==> config.mk <==
export PLATFORM = sky130hd
export DESIGN_NAME = edge_capture_timer
export DESIGN_NICKNAME = d
export VERILOG_FILES = /design/src/rtl/ect_pkg.sv /design/src/rtl/ect_sync_edge.sv /design/src/rtl/ect_counter.sv /design/src/rtl/ect_capture.sv /design/src/rtl/edge_capture_timer.sv
export SDC_FILE = /design/constraint.sdc
export NUM_CORES = 1
export LEC_CHECK = 0
export BUFFER_PORTS_ARGS = -buffer_cell sky130_fd_sc_hd__buf_4
export CAP_MARGIN = 20
export CELL_PAD_IN_SITES_DETAIL_PLACEMENT = 1
export CELL_PAD_IN_SITES_GLOBAL_PLACEMENT = 1
export CORE_ASPECT_RATIO = 0.9
export CORE_UTILIZATION = 40
export CTS_BUF_LIST = sky130_fd_sc_hd__clkbuf_16
export CTS_CLUSTER_SIZE = 24
export DETAILED_ROUTE_END_ITERATION = 8
export PLACE_DENSITY_LB_ADDON = 0.2
export REMOVE_ABC_BUFFERS = 1
export SYNTH_ARGS = -nofsm -noshare
export SYNTH_HDL_FRONTEND = slang
export SYNTH_HIERARCHICAL = 1
export SYNTH_SLANG_ARGS = --single-unit
==> constraint.sdc <==
create_clock -name clk -period 3 [get_ports clk]
set_input_delay 0.3 -clock clk [delete_from_list [all_inputs] [get_ports clk]]
set_output_delay 0.3 -clock clk [all_outputs]
set_load 0.01 [all_outputs]
==> src/rtl/ect_pkg.sv <==
package ect_pkg;
   typedef enum logic [1:0] {
      SRC_PIN = 2'b00,
      SRC_T1  = 2'b01,
      SRC_T4  = 2'b10,
      SRC_T16 = 2'b11
   } src_sel_e;

   typedef enum logic [1:0] {
      CAPM_OFF      = 2'b00,
      CAPM_PIN_RISE = 2'b01,
      CAPM_PIN_BOTH = 2'b10,
      CAPM_TMR_BOTH = 2'b11
   } cap_mode_e;

   localparam logic [2:0] ADR_MODE  = 3'd0;
   localparam logic [2:0] ADR_CMP   = 3'd1;
   localparam logic [2:0] ADR_CAP0  = 3'd2;
   localparam logic [2:0] ADR_CAP1  = 3'd3;
   localparam logic [2:0] ADR_COUNT = 3'd4;

   localparam int MB_CLR   = 2;
   localparam int MB_SWCAP = 5;
   localparam int MB_RUN   = 6;
   localparam int MODE_W   = 8;
endpackage

==> src/rtl/ect_sync_edge.sv <==
module ect_sync_edge #(
   parameter int STAGES = 2
) (
   input  logic clk,
   input  logic rst_n,
   input  logic async_in,
   output logic rise,
   output logic fall
);
   if (STAGES < 2) begin : g_chk
      $error("ect_sync_edge: STAGES must be at least 2");
   end

   logic [STAGES-1:0] stage;
   logic              last;

   for (genvar i = 0; i < STAGES; i++) begin : g_stage
      if (i == 0) begin : g_first
         always_ff @(posedge clk or negedge rst_n) begin
            if (!rst_n) stage[i] <= 1'b0;
            else        stage[i] <= async_in;
         end
      end else begin : g_next
         always_ff @(posedge clk or negedge rst_n) begin
            if (!rst_n) stage[i] <= 1'b0;
            else        stage[i] <= stage[i-1];
         end
      end
   end

   always_ff @(posedge clk or negedge rst_n) begin
      if (!rst_n) last <= 1'b0;
      else        last <= stage[STAGES-1];
   end

   assign rise = stage[STAGES-1] & ~last;
   assign fall = ~stage[STAGES-1] & last;
endmodule

==> src/rtl/ect_counter.sv <==
module ect_counter
   import ect_pkg::*;
#(
   parameter int CNT_W = 16
) (
   input  logic             clk,
   input  logic             rst_n,
   input  logic             run,
   input  logic             clr_en,
   input  src_sel_e         src_sel,
   input  logic             tick_t1,
   input  logic             tick_t4,
   input  logic             tick_t16,
   input  logic             pin_rise,
   input  logic [CNT_W-1:0] cmp,
   output logic [CNT_W-1:0] count
);
   logic step;

   always_comb begin
      unique case (src_sel)
         SRC_PIN: step = pin_rise;
         SRC_T1:  step = tick_t1;
         SRC_T4:  step = tick_t4;
         SRC_T16: step = tick_t16;
         default: step = 1'b0;
      endcase
   end

   always_ff @(posedge clk or negedge rst_n) begin
      if (!rst_n) begin
         count <= '0;
      end else if (run && step) begin
         if (clr_en && (count == cmp)) count <= '0;
         else                          count <= count + 1'b1;
      end
   end
endmodule

==> src/rtl/ect_capture.sv <==
module ect_capture
   import ect_pkg::*;
#(
   parameter int CNT_W = 16
) (
   input  logic             clk,
   input  logic             rst_n,
   input  cap_mode_e        mode,
   input  logic             sw_cap,
   input  logic             pin_rise,
   input  logic             pin_fall,
   input  logic             tmr_rise,
   input  logic             tmr_fall,
   input  logic [CNT_W-1:0] count,
   output logic [CNT_W-1:0] cap0,
   output logic [CNT_W-1:0] cap1,
   output logic             irq
);
   logic load0, load1;

   always_comb begin
      load0 = 1'b0;
      load1 = 1'b0;
      unique case (mode)
         CAPM_OFF: ;
         CAPM_PIN_RISE: load0 = pin_rise;
         CAPM_PIN_BOTH: begin
            load0 = pin_rise;
            load1 = pin_fall;
         end
         CAPM_TMR_BOTH: begin
            load0 = tmr_rise;
            load1 = tmr_fall;
         end
         default: ;
      endcase
   end

   // software snapshot has priority over a hardware edge in the same cycle
   always_ff @(posedge clk or negedge rst_n) begin
      if (!rst_n) begin
         cap0 <= '0;
         cap1 <= '0;
         irq  <= 1'b0;
      end else begin
         if (sw_cap)     cap0 <= count;
         else if (load0) cap0 <= count;
         if (load1)      cap1 <= count;
         irq <= pin_rise && (mode != CAPM_OFF);
      end
   end
endmodule

==> src/rtl/edge_capture_timer.sv <==
module edge_capture_timer
   import ect_pkg::*;
#(
   parameter int CNT_W       = 16,
   parameter int SYNC_STAGES = 2
) (
   input  logic             clk,
   input  logic             rst_n,
   input  logic             bus_we,
   input  logic [2:0]       bus_addr,
   input  logic [CNT_W-1:0] bus_wdata,
   output logic [CNT_W-1:0] bus_rdata,
   input  logic             tick_t1,
   input  logic             tick_t4,
   input  logic             tick_t16,
   input  logic             cap_pin,
   input  logic             tmr_out_in,
   output logic             irq
);
   if (CNT_W < MODE_W) begin : g_chk
      $error("edge_capture_timer: CNT_W must hold the mode register");
   end

   src_sel_e         src_sel_q;
   cap_mode_e        cap_mode_q;
   logic             clr_en_q;
   logic             run_q;
   logic [CNT_W-1:0] cmp_q;
   logic [CNT_W-1:0] count;
   logic [CNT_W-1:0] cap0, cap1;
   logic             pin_rise, pin_fall, tmr_rise, tmr_fall;
   logic             mode_wr, sw_cap;
   logic [MODE_W-1:0] mode_rd;

   assign mode_wr = bus_we && (bus_addr == ADR_MODE);
   assign sw_cap  = mode_wr && !bus_wdata[MB_SWCAP];

   always_ff @(posedge clk or negedge rst_n) begin
      if (!rst_n) begin
         src_sel_q  <= SRC_PIN;
         cap_mode_q <= CAPM_OFF;
         clr_en_q   <= 1'b0;
         run_q      <= 1'b0;
         cmp_q      <= '0;
      end else begin
         if (mode_wr) begin
            src_sel_q  <= src_sel_e'(bus_wdata[1:0]);
            clr_en_q   <= bus_wdata[MB_CLR];
            cap_mode_q <= cap_mode_e'(bus_wdata[4:3]);
            run_q      <= bus_wdata[MB_RUN];
         end
         if (bus_we && (bus_addr == ADR_CMP)) cmp_q <= bus_wdata;
      end
   end

   ect_sync_edge #(.STAGES(SYNC_STAGES)) u_pin_sync (
      .clk(clk), .rst_n(rst_n), .async_in(cap_pin),
      .rise(pin_rise), .fall(pin_fall)
   );

   ect_sync_edge #(.STAGES(SYNC_STAGES)) u_tmr_sync (
      .clk(clk), .rst_n(rst_n), .async_in(tmr_out_in),
      .rise(tmr_rise), .fall(tmr_fall)
   );

   ect_counter #(.CNT_W(CNT_W)) u_counter (
      .clk(clk), .rst_n(rst_n), .run(run_q), .clr_en(clr_en_q),
      .src_sel(src_sel_q), .tick_t1(tick_t1), .tick_t4(tick_t4),
      .tick_t16(tick_t16), .pin_rise(pin_rise), .cmp(cmp_q), .count(count)
   );

   ect_capture #(.CNT_W(CNT_W)) u_capture (
      .clk(clk), .rst_n(rst_n), .mode(cap_mode_q), .sw_cap(sw_cap),
      .pin_rise(pin_rise), .pin_fall(pin_fall),
      .tmr_rise(tmr_rise), .tmr_fall(tmr_fall),
      .count(count), .cap0(cap0), .cap1(cap1), .irq(irq)
   );

   assign mode_rd = {1'b0, run_q, 1'b1, cap_mode_q, clr_en_q, src_sel_q};

   always_comb begin
      unique case (bus_addr)
         ADR_MODE:  bus_rdata = {{(CNT_W-MODE_W){1'b0}}, mode_rd};
         ADR_CMP:   bus_rdata = cmp_q;
         ADR_CAP0:  bus_rdata = cap0;
         ADR_CAP1:  bus_rdata = cap1;
         ADR_COUNT: bus_rdata = count;
         default:   bus_rdata = '0;
      endcase
   end
endmodule

==> flow_metrics.tcl <==
set metrics [dict create \
    vdd_drop_max_v 0.000360 \
    worstHoldStart "cap_pin" \
    cts_tree "built" \
    nFillCells 1069 \
    cts_max_level 3 \
    crit_type "flip-flop to flip-flop" \
    synth_top_area_share 0.463 \
    multi_input_area_um2 2060 \
    status "finished, final reports clean" \
    dp_hpwl_um 7430 \
    ys_dominant_reg_cell "dfrtp_1" \
    max_slew_margin 0.541 \
    synthToLayoutAreaGrowth_pct 17.3 \
    max_stage_delay_ns 0.43 \
    finalMaxSlewViolations 0 \
    drtIter0Drc 139 \
    holdPathEnd "u_pin_sync/stage[0]" \
    rsz0062_at_grt "no" \
    cts_made_buffers 9 \
    antenna_found_initial 0 \
    wl_um 10700 \
    root_buffer "clkbuf_16" \
    drive_gt1_frac 0.386 \
    nNetsFinal 409 \
    worstMarginPinSlew_ns 0.687 \
    finalSetupTns_ns 0 \
    dp_slack_ns 0.872 \
    fin_worst_skew_ns 0.00756 \
    crit_chain "buf_4 -> xor2_1 -> nor4_1 -> nand3_1 -> nor3_4 -> nor3_1" \
    gp_congestion 0.779 \
    postPlaceCellArea_um2 4540 \
    worstPathMaxFanout 9 \
    ys_types 51 \
    netlist_top_cells_count "77 x dfrtp_1, 40 x mux2_2, 20 x mux2_4" \
    clockBufferDepth 2 \
    overflow 0 \
    syn_area_per_cell_um2 12.4 \
    arrival_ns 2.25 \
    setup_viol 0 \
    fin_cells 507 \
    critPathLaunchType "flip-flop" \
    synth_edf_count 0 \
    critical_path.slowest_cell "nor3_4" \
    clock_latency_ns 0.33 \
    ys.warnings.count 6 \
    post_cts_buffers 0 \
    path_clk_slew_ns 0.06 \
    yosysTopAreaCell "dfrtp_1" \
    die_w_um 109 \
    period_needed_ns 2.06 \
    ant_nets 0 \
    drc_errors 0 \
    cts-resized-gates 0 \
    synth_area_um2 4160 \
    synth_most_common_cell "dfrtp_1" \
    holdPathStages 1 \
    start_util 0.421 \
    grt_usage 0.222 \
    portBuffers 43 \
    cp-startpoint "u_counter/count[8]" \
    pwr_density_cell_nw_per_um2 618 \
    cap_violations 0 \
    vias_per_cell 5.64 \
    r2r_cells 6 \
    clkSinkCount 77 \
    async_flop_share 1.00 \
    vias 2861 \
    ioPinCount 44 \
    fmax_mhz 487 \
    synthTopCellsByArea "dfrtp_1 46%, mux2_2 11%, mux2_4 7.2%" \
    final_area_um2 4880 \
    total_power_mw 3.02 \
    first_global_vias 3110 \
    grt_start_max_net_pins 78 \
    syn_inst 336 \
    reg2reg_from "u_counter/count[8]" \
    die_y_um 98.7 \
    cp_data_required_time_ns 3.19 \
    drt-pass1-iter-count 4 \
    yosysSeqAreaShare 0.463 \
    hp-class "input port to flip-flop" \
    seq_area_um2 1930 \
    dp_cells 491 \
    timing.final.crit_share 0.685 \
    r2r_setup_slack_ns 0.94 \
    r2r_end "u_counter/count[15]" \
    worst_slack_ns 0.945 \
    ctsHoldBuffers 0 \
    grt_pass1_wl_um 17600 \
    p_leak_nw 2.26 \
    fp-row-count 34 \
    dieArea_um2 10800 \
    detail_route.wl_per_cell_um 21.1 \
    ys_ff_latch 77 \
    cp-end-kind "flip-flop" \
    hold_violations 0 \
    coreArea_um2 9870 \
    diodes 0 \
]
==> layer usage <==
metal,vias up,track usage,routed length (µm)
li1,1318,-,-
met1,1468,0.318,5080
met2,63,0.325,4820
met3,12,0.0668,670
met4,0,0.0636,148
met5,-,0,0
==> critical path: cells and delay by family (launching register included) <==
| kind | cells | cell delay, ns |
|---|---|---|
| buf+inv | 1 | 0.16 |
| simple gates | 4 | 1.22 |
| flops | 1 | 0.36 |
| xor+xnor | 1 | 0.16 |
==> power breakdown <==
part	internal [mW]	switching [mW]	leakage [nW]	total (mW)
registers	1.16	0.149	0.993	1.30
clock network	0.716	0.415	0.147	1.13
logic	0.299	0.281	1.12	0.580
total	2.17	0.845	2.26	3.02
==> cell usage in the layout, fill, tap and decap left out, drive strengths merged <==
cell type and n:
nor3 13, nor4b 2, nor2 10, a211oi 1
dfrtp 77, and3 7, dlygate4sd3 1, xor2 17
xnor2 1, nand3 10, nand2b 3, a21oi 14
clkinvlp 1, a31o 1, bufinv 2, nor2b 7
clkinv 2, and2 2, inv 5, o22ai 17
a21o 1, nor4 4, o311ai 1, nor3b 6
and2b 2, a31oi 2, mux2i 13, ha 4
mux4 1, o21bai 1, clkbuf 9, a22oi 17
o21ai 5, mux2 60, nand4 3, nand2 9
buf 50
==> stage by stage <==
step,hold slack [ns],utilization
floorplan,0.00441,-
global placement,0.337,0.460
detailed placement,0.336,0.460
CTS,0.0611,0.490
global route,0.0575,0.494
finish,0.0747,0.494
==> state kept, by name, indices dropped and copies added, names as in the netlist <==
signal and count:
cmp_q 16, u_capture/cap0 16, u_capture/cap1 16, u_counter/count 16, cap_mode_q 2, src_sel_q 2, u_pin_sync/stage 2, u_tmr_sync/stage 2
clr_en_q 1, run_q 1, u_capture/irq 1, u_pin_sync/last 1, u_tmr_sync/last 1
==> kinds of logic (layout without fill, tap and decap cells) <==
group           count (synthesis)  in the layout  synth area share
mux                            74             74             0.217
simple gates                   78             78             0.128
compound gates                 60             60             0.101
xor+xnor                       18             18            0.0379
fa+ha+maj                       4              4            0.0120
flops                          77             77             0.463
buf+inv                        25             70            0.0403
==> final cells by class <==
class / count / area share
sequential: 77 / 0.395
multi-input combinational: 234 / 0.423
clock inverter: 5 / 0.0159
timing repair buffer: 51 / 0.0831
clock buffer: 9 / 0.0462
inverter: 5 / 0.00436
tap: 126 / 0.0323
==> worst max-delay path by stage <==
stage	end	slack, ns	depth (start not counted)
floorplan	cmp_q[10]	1.30	3
global placement	u_capture/cap0[10]	0.92	5
detailed placement	u_capture/cap0[7]	0.87	5
CTS	u_counter/count[4]	0.95	5
global route	u_counter/count[15]	0.80	5
finish	u_counter/count[15]	0.94	6
No activity file was read; power rests on OpenSTA's default activity.
